## src/rtl/dds_prof_pkg.sv

```systemverilog
// Package: shared types for the profile-selected phase accumulator.
// Assumes: address bit 0 encodes which word of a profile a write targets.
package dds_prof_pkg;

    typedef enum logic {
        WK_TUNE  = 1'b0,
        WK_DELAY = 1'b1
    } word_kind_e;

endpackage

```

## src/rtl/dds_sel_sync.sv

```systemverilog
// Module: dds_sel_sync
// Registers the external profile select through two flops.
// Assumes: sel_i is driven in the clk domain or changes slowly; reset is synchronous.
module dds_sel_sync #(
    parameter int SEL_W = 3
) (
    input  logic             clk,
    input  logic             rst_n,
    input  logic [SEL_W-1:0] sel_i,
    output logic [SEL_W-1:0] sel_q
);

    logic [SEL_W-1:0] stage1_q;
    logic [SEL_W-1:0] stage2_q;

    // Purpose: two-stage shift of the select value.
    always_ff @(posedge clk) begin
        if (!rst_n) begin
            stage1_q <= '0;
            stage2_q <= '0;
        end else begin
            stage1_q <= sel_i;
            stage2_q <= stage1_q;
        end
    end

    assign sel_q = stage2_q;

    // first stage follows the pin one edge later
    a_r3_stage1_follow: assert property (@(posedge clk) disable iff (!rst_n)
        $past(rst_n) |-> stage1_q == $past(sel_i));

    // second stage follows the first one edge later
    a_r3_stage2_follow: assert property (@(posedge clk) disable iff (!rst_n)
        $past(rst_n) |-> stage2_q == $past(stage1_q));

endmodule

```

## src/rtl/dds_profile_bank.sv

```systemverilog
// Module: dds_profile_bank
// Holds the tuning and delay words of every profile, and loads the selected
// profile's two words into one pair register so they always move together.
// Assumes: rd_sel already registered; writes and reads share one clock.
module dds_profile_bank
    import dds_prof_pkg::*;
#(
    parameter int NUM_PROF = 8,
    parameter int FTW_W    = 48,
    parameter int DLY_W    = 14,
    localparam int SEL_W   = $clog2(NUM_PROF)
) (
    input  logic             clk,
    input  logic             rst_n,
    input  logic             wr_en,
    input  logic [SEL_W-1:0] wr_prof,
    input  word_kind_e       wr_kind,
    input  logic [FTW_W-1:0] wr_data,
    input  logic [SEL_W-1:0] rd_sel,
    output logic [FTW_W-1:0] act_ftw,
    output logic [DLY_W-1:0] act_dly
);

    logic [FTW_W-1:0] ftw_mem [NUM_PROF];
    logic [DLY_W-1:0] dly_mem [NUM_PROF];
    logic [SEL_W-1:0] act_idx;
    logic [FTW_W-1:0] ftw_q;
    logic [DLY_W-1:0] dly_q;

    // Purpose: store profile words on write, clear all on reset.
    always_ff @(posedge clk) begin
        for (int p = 0; p < NUM_PROF; p++) begin
            if (!rst_n) begin
                ftw_mem[p] <= '0;
                dly_mem[p] <= '0;
            end else if (wr_en && wr_prof == SEL_W'(p)) begin
                if (wr_kind == WK_TUNE) begin
                    ftw_mem[p] <= wr_data;
                end else begin
                    dly_mem[p] <= wr_data[DLY_W-1:0];
                end
            end
        end
    end

    // Purpose: capture both words of one profile in a single step.
    always_ff @(posedge clk) begin
        if (!rst_n) begin
            ftw_q   <= '0;
            dly_q   <= '0;
            act_idx <= '0;
        end else begin
            ftw_q   <= ftw_mem[rd_sel];
            dly_q   <= dly_mem[rd_sel];
            act_idx <= rd_sel;
        end
    end

    assign act_ftw = ftw_q;
    assign act_dly = dly_q;

    // a tuning write lands in the addressed profile
    a_r1_tune_store: assert property (@(posedge clk) disable iff (!rst_n)
        (wr_en && wr_kind == WK_TUNE) |=> ftw_mem[$past(wr_prof)] == $past(wr_data));

    // a delay write lands in the addressed profile
    a_r1_delay_store: assert property (@(posedge clk) disable iff (!rst_n)
        (wr_en && wr_kind == WK_DELAY) |=> dly_mem[$past(wr_prof)] == $past(wr_data[DLY_W-1:0]));

    // same profile held and not rewritten means the pair holds still
    a_r6_pair_hold: assert property (@(posedge clk) disable iff (!rst_n)
        ($past(rst_n) && rd_sel == act_idx &&
         !($past(wr_en) && $past(wr_prof) == act_idx))
        |=> ($stable(ftw_q) && $stable(dly_q)));

    // reset clears the active pair
    a_r2_pair_clear: assert property (@(posedge clk)
        !rst_n |=> (ftw_q == '0 && dly_q == '0));

endmodule

```

## src/rtl/dds_phase_acc.sv

```systemverilog
// Module: dds_phase_acc
// Phase accumulator that wraps modulo 2^ACC_W and exports its upper bits.
// Assumes: step is a registered tuning word; reset is synchronous.
module dds_phase_acc #(
    parameter int ACC_W   = 48,
    parameter int PHASE_W = 14
) (
    input  logic               clk,
    input  logic               rst_n,
    input  logic [ACC_W-1:0]   step,
    output logic [PHASE_W-1:0] phase
);

    logic [ACC_W-1:0] acc_q;

    // Purpose: advance the phase by the step each clock, wrapping naturally.
    always_ff @(posedge clk) begin
        if (!rst_n) begin
            acc_q <= '0;
        end else begin
            acc_q <= acc_q + step;
        end
    end

    assign phase = acc_q[ACC_W-1 -: PHASE_W];

    // each edge adds the previous step modulo 2^ACC_W
    a_r4_acc_advance: assert property (@(posedge clk) disable iff (!rst_n)
        $past(rst_n) |-> acc_q == ACC_W'($past(acc_q) + $past(step)));

    // reset clears the accumulator
    a_r2_acc_clear: assert property (@(posedge clk)
        !rst_n |=> acc_q == '0);

endmodule

```

## src/rtl/dds_profile_core.sv

```systemverilog
// Module: dds_profile_core (top)
// Eight-profile phase accumulator with a paired delay word output.
// Assumes: one clock domain; synchronous active-low reset.
module dds_profile_core
    import dds_prof_pkg::*;
#(
    parameter int NUM_PROF = 8,
    parameter int FTW_W    = 48,
    parameter int DLY_W    = 14,
    parameter int PHASE_W  = 14,
    localparam int SEL_W   = $clog2(NUM_PROF),
    localparam int ADDR_W  = SEL_W + 1
) (
    input  logic               clk,
    input  logic               rst_n,
    input  logic [SEL_W-1:0]   sel_i,
    input  logic               wr_en_i,
    input  logic [ADDR_W-1:0]  wr_addr_i,
    input  logic [FTW_W-1:0]   wr_data_i,
    output logic [PHASE_W-1:0] phase_o,
    output logic [DLY_W-1:0]   delay_o
);

    logic [SEL_W-1:0] sel_q;
    logic [FTW_W-1:0] act_ftw;
    logic [DLY_W-1:0] act_dly;
    word_kind_e       wr_kind;

    assign wr_kind = word_kind_e'(wr_addr_i[0]);

    dds_sel_sync #(.SEL_W(SEL_W)) u_sync (
        .clk   (clk),
        .rst_n (rst_n),
        .sel_i (sel_i),
        .sel_q (sel_q)
    );

    dds_profile_bank #(
        .NUM_PROF (NUM_PROF),
        .FTW_W    (FTW_W),
        .DLY_W    (DLY_W)
    ) u_bank (
        .clk     (clk),
        .rst_n   (rst_n),
        .wr_en   (wr_en_i),
        .wr_prof (wr_addr_i[ADDR_W-1:1]),
        .wr_kind (wr_kind),
        .wr_data (wr_data_i),
        .rd_sel  (sel_q),
        .act_ftw (act_ftw),
        .act_dly (act_dly)
    );

    dds_phase_acc #(
        .ACC_W   (FTW_W),
        .PHASE_W (PHASE_W)
    ) u_acc (
        .clk   (clk),
        .rst_n (rst_n),
        .step  (act_ftw),
        .phase (phase_o)
    );

    assign delay_o = act_dly;

    // reset clears both outputs
    a_r2_out_clear: assert property (@(posedge clk)
        !rst_n |=> (phase_o == '0 && delay_o == '0));

endmodule

```

## config.mk

```make
export PLATFORM = sky130hd
export DESIGN_NAME = dds_profile_core
export DESIGN_NICKNAME = d
export VERILOG_FILES = /design/src/rtl/dds_prof_pkg.sv /design/src/rtl/dds_sel_sync.sv /design/src/rtl/dds_profile_bank.sv /design/src/rtl/dds_phase_acc.sv /design/src/rtl/dds_profile_core.sv
export SDC_FILE = /design/constraint.sdc
export NUM_CORES = 1
export LEC_CHECK = 0
export ABC_AREA = 1
export BUFFER_PORTS_ARGS = -buffer_cell sky130_fd_sc_hd__buf_4
export CAP_MARGIN = 20
export CORE_AREA = 2 2 294 296
export CTS_CLUSTER_DIAMETER = 50
export DETAILED_ROUTE_END_ITERATION = 8
export DIE_AREA = 0 0 296 298
export HOLD_SLACK_MARGIN = 0.02
export SLEW_MARGIN = 20
export SYNTH_ARGS = -nofsm -noshare
export SYNTH_HDL_FRONTEND = slang
export SYNTH_SLANG_ARGS = --single-unit
```

## constraint.sdc

```tcl
create_clock -name clk -period 3.87 [get_ports clk]
set_clock_uncertainty 0.15 [all_clocks]
set_input_delay 0.387 -clock clk [delete_from_list [all_inputs] [get_ports clk]]
set_output_delay 0.387 -clock clk [all_outputs]
set_load 0.03 [all_outputs]
```

# Word-level counts from Yosys, hierarchy flattened
# Memory sizes are Yosys's and may differ from the RTL's. A register that Yosys moved wholly into a read port is not among the register bits.
# Index checks and enable logic that the tools add are counted.
[word_totals] ff_bits=54 ram_bits=496 n_memories=2 input_bits=58
[memory_table] name="u_bank.ftw_mem" words=8 width=48 rd=1 rd_clocked_by_memory_dff=1 write_ports=8 line_no="dds_profile_bank.sv:24" text="logic [FTW_W-1:0] ftw_mem [NUM_PROF];"
[memory_table] name="u_bank.dly_mem" words=8 width=14 rd=1 rd_clocked_by_memory_dff=1 write_ports=8 line_no="dds_profile_bank.sv:25" text="logic [DLY_W-1:0] dly_mem [NUM_PROF];"
[classes] n_addsub=1 bitwise=16 n_mux=67 n_eq_ne=7 reduce_logical=11
[ops] cell="2-to-1 mux 48 bit" n=8
[ops] cell="2-to-1 mux 14 bit" n=8
[ops] cell="2-to-1 mux 1 bit" n=51
[ops] cell="adder 48 bit" n=1
[ops] cell="OR 1 bit" n=16
[ops] cell="equality test 3 bit (second input constant)" n=4
[ops] cell="logical AND 1 bit" n=8
[ops] cell="equality test 3 x 2 -> 1 bit (second input constant)" n=2
[ops] cell="equality test 3 x 1 -> 1 bit (second input constant)" n=1
[ops] cell="zero test 3 bit" n=1
[ops] cell="zero test 1 bit" n=2

# Depth between registers and ports, before layout
# Gate-level depths: netlist of the first run.
[logic_depth] ltp_word=6 depth_mapped=14 depth_no_buf=14

# Hierarchy
# A second synthesis of the first run with hierarchy kept.
[hier_totals] hier_cells=3919 area_unflattened_um2=31104.8
[by_module_without_submodules] module="dds_profile_bank" cells_per_inst=2890 area_per_inst_um2=25456.9 instances=1
[by_module_without_submodules] module="dds_phase_acc" cells_per_inst=1011 area_per_inst_um2=5482.8 instances=1
[by_module_without_submodules] module="dds_sel_sync" cells_per_inst=18 area_per_inst_um2=165.2 instances=1

# Worst setup path before layout of the first run
# OpenSTA, ideal clock, no wires.
[synth_path] kind="input to register" startpoint="in rst_n" endpoint="mem u_bank.ftw_mem[4][0] (enable)" cell_stages=4 required_time_ns=3.136 slack_ns=1.264 setup_ns=0.584 t_arrival_ns=1.873 path_cell_list="buf_2 buf_2 buf_1 nand2_1"
[synth_lines] item="start, declared" line_no="dds_profile_core.sv:15" text="input logic rst_n,"
[synth_lines] item="end, declared" line_no="dds_profile_bank.sv:24"

==> reports/metrics.yaml, run 1 <==
floorplanning:
  initial_core_util: 0.337
  coreArea_mm2: 0.0849
  rows: 107
  ioPinCount: 86
  die_area_mm2: 0.0882
  die_x_um: 296
  die_h_um: 298
clocking:
  h-tree-depth: 3
  clk_latency_ns: 0.63
  clock-sinks: 612
  clk_path_buf_depth: 3
  clk_pin_slew_ns: 0.06
  post_cts_resized: 0
  numCtsBuffers: 75
  cts_setup_buffers: 0
  root_buffer: "clkbuf_16"
  cts_tree: "built"
critical_path:
  r2r-end: "u_bank.act_ftw[34]"
  critPathRequiredTime_ns: 4.26
  cp_cell_sequence: "inv_4, buf_4, o21ai_1, o22ai_1, o21ai_1, a31oi_1"
  path_class: "reg2reg"
  ff2ff_setup_slack_ns: 1.40
  reg2reg_depth: 6
  crit_path_top_delay_cell: "buf_4"
  cp.arrival_ns: 2.85
  crit_fanout: 54
  crit_top_cell: "o21ai_1"
  cp-end-kind: "register"
  worst_setup_path_start_kind: "register"
  crit-reg2reg-launch: "u_sync.sel_q[1]"
  critical_path.max_stage_delay_ns: 0.66
worst_hold_path:
  hold_path.class: "in2reg"
  hold_path_depth: 3
  hold_end: "u_bank.ftw_mem[4][39]"
  min_from: "wr_data_i[39]"
global_routing:
  grt_max_degree: 111
  antenna_found_initial: 0
  grt_pass1_vias: 21300
  grt_overflow: 0
  grt_usage: 0.180
  grt_pass1_wl_um: 123000
status:
  status: "completed"
layout:
  final_net_count: 3288
  nFillCells: 8499
  layout-drive-gt1-share: 0.0872
  diodes: 0
  syn2layout_area_growth_pct: 14.2
power:
  powerDensity_mw_per_mm2: 514
  ir_drop_v: 0.000413
  leakagePower_nw: 13.3
synthesis:
  yosysMostFrequentCell: "nor2_1"
  synth_edf_count: 496
  ys_seq_area_frac: 0.602
  synth_top_cell_by_area: "edfxtp_1"
  ys_ff_latch: 612
  synthTopCellsByArea: "edfxtp_1 52%, nor2_1 13%, dfxtp_1 8.1%, nand2_1 5.6%, o21ai_0 3.7%"
  postSynthCellCount: 3169
  synth_common_cells: "973 x nor2_1, 496 x edfxtp_1, 427 x nand2_1, 283 x inv_1, 214 x o21ai_0"
  syn-num-nets: 3275
  netlist.area_leader.share: 0.520
  synth_cell_types: 37
  synth_ff_type: "edfxtp_1"
  synth-async-reset-ratio: 0
  yosysWarnings: 0
  netlist_area_mm2: 0.0286
  avgSynthCellArea_um2: 9.03
sta:
  layout_setup_ws_ns: 1.40
  clock.fmax_mhz: 406
  period_minus_slack_ns: 2.47
  worstMarginPinSlew_ns: 1.04
  rsz0062_at_grt: "false"
  min_period_over_period: 0.637
  fin_tns_setup_ns: 0
  timing.final.hold_violations: 0
  setup_viol: 0
  max_slew_margin: 0.303
  slew_viol_final: 0
route:
  drt-wirelength-per-cell_um: 18.3
  remaining_drc_errors: 0
  drt-total-wl_um: 80100
  viasPerCell: 4.91
  drtIter0Drc: 1933
  vias: 21500
  dr.pass1.iters: 5
  ant_nets: 0
placement:
  routabilityCongestion: 0.895
  hpwlAfterDp_um: 49100
  portBuffers: 85
  place_ws_ns: 1.16
run:
  maxCapViolCount: 0
metal layers:
metal	vias up	global-route usage	share of wire
met4	0	0.0539	0.025
li1	10500	-	-
met1	10300	0.246	0.44
met3	129	0.0287	0.064
met2	667	0.294	0.47
met5	-	0	0
worst max-delay path by stage:
stage,from,to,slack [ns],depth (start not counted)
floorplan,rst_n,u_bank.ftw_mem[4][0],1.26,4
global placement,rst_n,u_bank.ftw_mem[5][32],1.23,4
detailed placement,rst_n,u_bank.ftw_mem[5][37],1.16,4
CTS,u_sync.sel_q[1],u_bank.act_ftw[34],1.41,6
global route,u_sync.sel_q[1],u_bank.act_ftw[39],1.23,6
finish,u_sync.sel_q[1],u_bank.act_ftw[34],1.40,6
state kept, by name, summed over array words and instances (netlist names):
signal           flops
u_bank.ftw_mem     384
u_sync.stage1_q      3
u_bank.act_ftw      48
u_bank.act_dly      14
u_acc.acc_q         48
u_bank.dly_mem     112
u_sync.sel_q         3
worst max-delay path, delay by kind of cell, from the launching register on:
family,cells,cell delay [ns]
AO/OA/AOI/OAI,4,0.62
flip-flops,1,0.45
buffers and inverters,2,1.13
per-stage QoR:
step / hold slack (ns) / util / instances / area [µm²] / total power (W)
2_1_floorplan: 0.240 / - / 3169 / 28600 / 0.00924
3_3_place_gp: 0.247 / 0.355 / 4242 / 30100 / 0.00987
3_5_place_dp: 0.254 / 0.355 / 4242 / 30100 / 0.00990
4_1_cts: 0.0206 / 0.385 / 4388 / 32700 / 0.0169
5_1_grt: 0.0351 / 0.385 / 4388 / 32700 / 0.0174
6_report: 0.0445 / 0.385 / 4388 / 32700 / 0.0168
timing repair:
| item | CTS | global route |
|---|---|---|
| endpoints found under the setup margin | 0 | 0 |
| hold buffers | 7 | 0 |
| endpoints found under the hold margin | 26 | 0 |
cell type report:
class | count | area (µm²) | area share
multi-input combinational | 2079 | 9350 | 0.286
clock buffer | 99 | 2020 | 0.0617
tap | 1144 | 1430 | 0.0438
timing repair buffer | 125 | 1070 | 0.0327
inverter | 289 | 1090 | 0.0335
sequential | 612 | 17200 | 0.527
clock inverter | 40 | 484 | 0.0148
logic make-up (layout without fill, tap and decap cells):
logic type | count (synthesis) | count (layout) | synth area share
xor gates and xnor gates | 2 | 2 | 0.000612
AOI/OAI and AO/OA | 521 | 521 | 0.0972
buffers and inverters | 478 | 553 | 0.0734
and+or+nand+nor | 1508 | 1508 | 0.206
adders and majority gates | 48 | 48 | 0.0212
DFF | 612 | 612 | 0.602
report_power, final:
part	leakage [nW]	internal (W)	switching [W]
sequential	5.72	0.00760	0.000204
combinational	6.41	0.000596	0.00137
clock	1.22	0.00406	0.00297
total	13.3	0.0123	0.00455
cell usage in the layout (no fill, tap or decap), types with 3 or more instances in the layout:
| master | netlist | final |
|---|---|---|
| a21oi_1 | 59 | 59 |
| a31oi_1 | 62 | 62 |
| buf_12 | 0 | 9 |
| buf_4 | 24 | 109 |
| bufinv_16 | 0 | 4 |
| clkbuf_1 | 90 | 19 |
| clkbuf_16 | 0 | 75 |
| clkbuf_8 | 0 | 5 |
| clkinv_1 | 0 | 7 |
| clkinv_2 | 0 | 7 |
| clkinv_4 | 0 | 4 |
| dfxtp_1 | 116 | 114 |
| dlygate4sd3_1 | 0 | 7 |
| edfxtp_1 | 496 | 496 |
| ha_1 | 47 | 47 |
| inv_1 | 283 | 282 |
| inv_16 | 0 | 4 |
| inv_2 | 6 | 4 |
| inv_6 | 0 | 8 |
| inv_8 | 0 | 3 |
| nand2_1 | 427 | 419 |
| nand2_2 | 2 | 10 |
| nand3_1 | 60 | 54 |
| nand3_2 | 3 | 9 |
| nand4_1 | 13 | 13 |
| nor2_1 | 973 | 973 |
| nor2_2 | 16 | 16 |
| nor2_4 | 4 | 4 |
| nor3_1 | 3 | 3 |
| o21ai_0 | 214 | 214 |
| o21ai_1 | 118 | 118 |
| o22ai_1 | 62 | 62 |
Note: power is estimated with default switching activity, not from simulation.
==> inputs of run 2 (changes only) <==
Clock period 3.87 ns to 2 ns, I/O delays scaled along.
==> reports/metrics.yaml, run 2 (synthesized netlist as in run 1, its figures left out) <==
power:
  leakagePower_nw: 14.9  # was 13.3 nW
  powerDensity_mw_per_mm2: 938  # was 514 mW/mm²
  fin_total_pwr_w: 0.0344  # was 0.0168 W
  ir_drop_v: 0.000678  # was 0.000413 V
global_routing:
  antenna_found_initial: 2  # was 0
  grt_max_degree: 69  # was 111
  grt_pass1_vias: 22100  # was 21300
  grt_usage: 0.185  # was 0.180
  grt_overflow: 0  # unchanged
  grt_pass1_wl_um: 126000  # was 123000 µm
route:
  vias: 22800  # was 21500
  ant_nets: 0  # unchanged
  drtIter0Drc: 2076  # was 1933
  remaining_drc_errors: 0  # unchanged
  drt-total-wl_um: 83500  # was 80100 µm
  drt-wirelength-per-cell_um: 18.0  # was 18.3 µm
  viasPerCell: 4.90  # was 4.91
  dr.pass1.iters: 5  # unchanged
floorplanning:
  initial_core_util: 0.337  # unchanged
  die_x_um: 296  # unchanged
  die_area_mm2: 0.0882  # unchanged
  die_h_um: 298  # unchanged
  ioPinCount: 86  # unchanged
  coreArea_mm2: 0.0849  # unchanged
  rows: 107  # unchanged
clocking:
  clk_pin_slew_ns: 0.06  # about the same
  clock-sinks: 612  # unchanged
  clk_path_buf_depth: 3  # unchanged
  h-tree-depth: 3  # unchanged
  clk_latency_ns: 0.62  # was 0.63 ns
  numCtsBuffers: 76  # was 75
  root_buffer: "clkbuf_16"  # unchanged
  cts_tree: "built"  # unchanged
critical_path:
  path_class: "reg2reg"  # unchanged
  critPathRequiredTime_ns: 2.39  # was 4.26 ns
  cp.arrival_ns: 2.42  # was 2.85 ns
  worst_setup_path_start_kind: "register"  # unchanged
  crit_fanout: 4  # was 54
  cp-end-kind: "register"  # unchanged
placement:
  portBuffers: 85  # unchanged
  dp.cells: 4436  # was 4242
  hpwlAfterDp_um: 51300  # was 49100 µm
  place_ws_ns: -0.243  # was 1.16 ns
  routabilityCongestion: 0.882  # was 0.895
status:
  violations: "setup timing"
  status: "finished with violations"  # was completed
layout:
  reg_top3: "u_bank.ftw_mem x384, u_bank.dly_mem x112"  # unchanged
  diodes: 0  # unchanged
  final_cell_mix: "926 x nor2_1, 496 x edfxtp_1, 310 x nand2_1"  # was 973 x nor2_1, 496 x edfxtp_1, 419 x nand2_1
  final_net_count: 3546  # was 3288
  stdcell_count: 4647  # was 4388
  largest_reg_flops: 384  # unchanged
  syn2layout_area_growth_pct: 28.3  # was 14.2%
  top_register: "u_bank.ftw_mem"  # unchanged
  final_common_cell: "nor2_1"  # unchanged
  layout-drive-gt1-share: 0.236  # was 0.0872
sta:
  setup_viol: 1  # was 0
  max_slew_margin: 0.542  # was 0.303
  min_period_over_period: 1.01  # was 0.637
  layout_setup_ws_ns: -0.0257  # was 1.40 ns
  slew_viol_final: 0  # unchanged
  fin_tns_setup_ns: -0.0257  # was 0 ns
  period_minus_slack_ns: 2.03  # was 2.47 ns
  timing.final.hold_violations: 0  # unchanged
  worstMarginPinSlew_ns: 0.687  # was 1.04 ns
  clock.fmax_mhz: 494  # was 406 MHz
  rsz0062_at_grt: "true"  # was false
run:
  maxCapViolCount: 0  # unchanged
worst_hold_path:
  hold_path.class: "in2reg"  # unchanged
## run 2: changes by cell type in the layout (fill, tap and decap cells not counted), moves of 25 or more
cell | before | now
buf_4 | 109 | 284
nand2_1 | 419 | 310
nand2_2 | 10 | 109
nor2_1 | 973 | 926
dlygate4sd3_1 | 7 | 53
ha_1 | 47 | 3
ha_4 | 0 | 43
dfxtp_1 | 114 | 76
dfxtp_2 | 0 | 36
a21oi_1 | 59 | 33
buf_12 | 9 | 35
nor2_4 | 4 | 29
## run 2: final cells by class
class	instances	area [µm²]
clock buffer	96	2060
clock inverter	45	479
fill	8116	48200
inverter	289	1090
multi-input combinational	2079	10800
sequential	612	17300
tap	1144	1430
timing repair buffer	382	3550
## run 2: metrics by stage
step	utilization	hold WS [ns]	instance area (µm²)
detailed placement	0.376	0.242	31900
global route	0.432	0.0675	36700
CTS	0.417	0.0216	35400
floorplan	-	0.148	28600
global placement	0.376	0.238	31900
finish	0.432	0.0432	36700
## run 2: worst paths after layout
check | to | startpoint | slack (ns) | depth (start not counted)
min | u_bank.dly_mem[4][3] | wr_data_i[3] | 0.04 | 3
min reg2reg | u_sync.sel_q[2] | u_sync.stage1_q[2] | 0.26 | 2
max reg2reg | u_acc.acc_q[36] | u_bank.act_ftw[26] | -0.03 | 10
max | u_acc.acc_q[36] | u_bank.act_ftw[26] | -0.03 | 10
## run 2: where the power goes
group / switching, W / internal (W) / total, W
Combinational: 0.00327 / 0.00229 / 0.00556
Sequential: 0.000443 / 0.0147 / 0.0152
Clock: 0.00572 / 0.00799 / 0.0137
Total: 0.00943 / 0.0250 / 0.0344
## run 2: critical path: stages, from the launching register on
cell and delay [ns]:
dfxtp_2 0.33, ha_4 0.29, nand2_2 0.08, buf_4 0.15, nor2_4 0.12, inv_2 0.08, nor3_1 0.32, nand2_2 0.11
nand3_1 0.09, nand2_1 0.06, nor2_2 0.16
## run 2: repair_timing
action                     CTS  global route
pin swaps                    3            71
gates cloned                 1             0
gates resized for setup     74           314
hold endpoints to repair   437             0
setup endpoints to repair   33            47
hold buffers                53             0
buffers inserted             0            16
## run 2: routing by layer
layer / track usage / vias to the layer above / routed length (µm)
met5: 0 / - / 0
met4: 0.0541 / 0 / 1890
met3: 0.0265 / 132 / 5000
met2: 0.313 / 679 / 40800
met1: 0.246 / 11000 / 35800
li1: - / 11000 / -
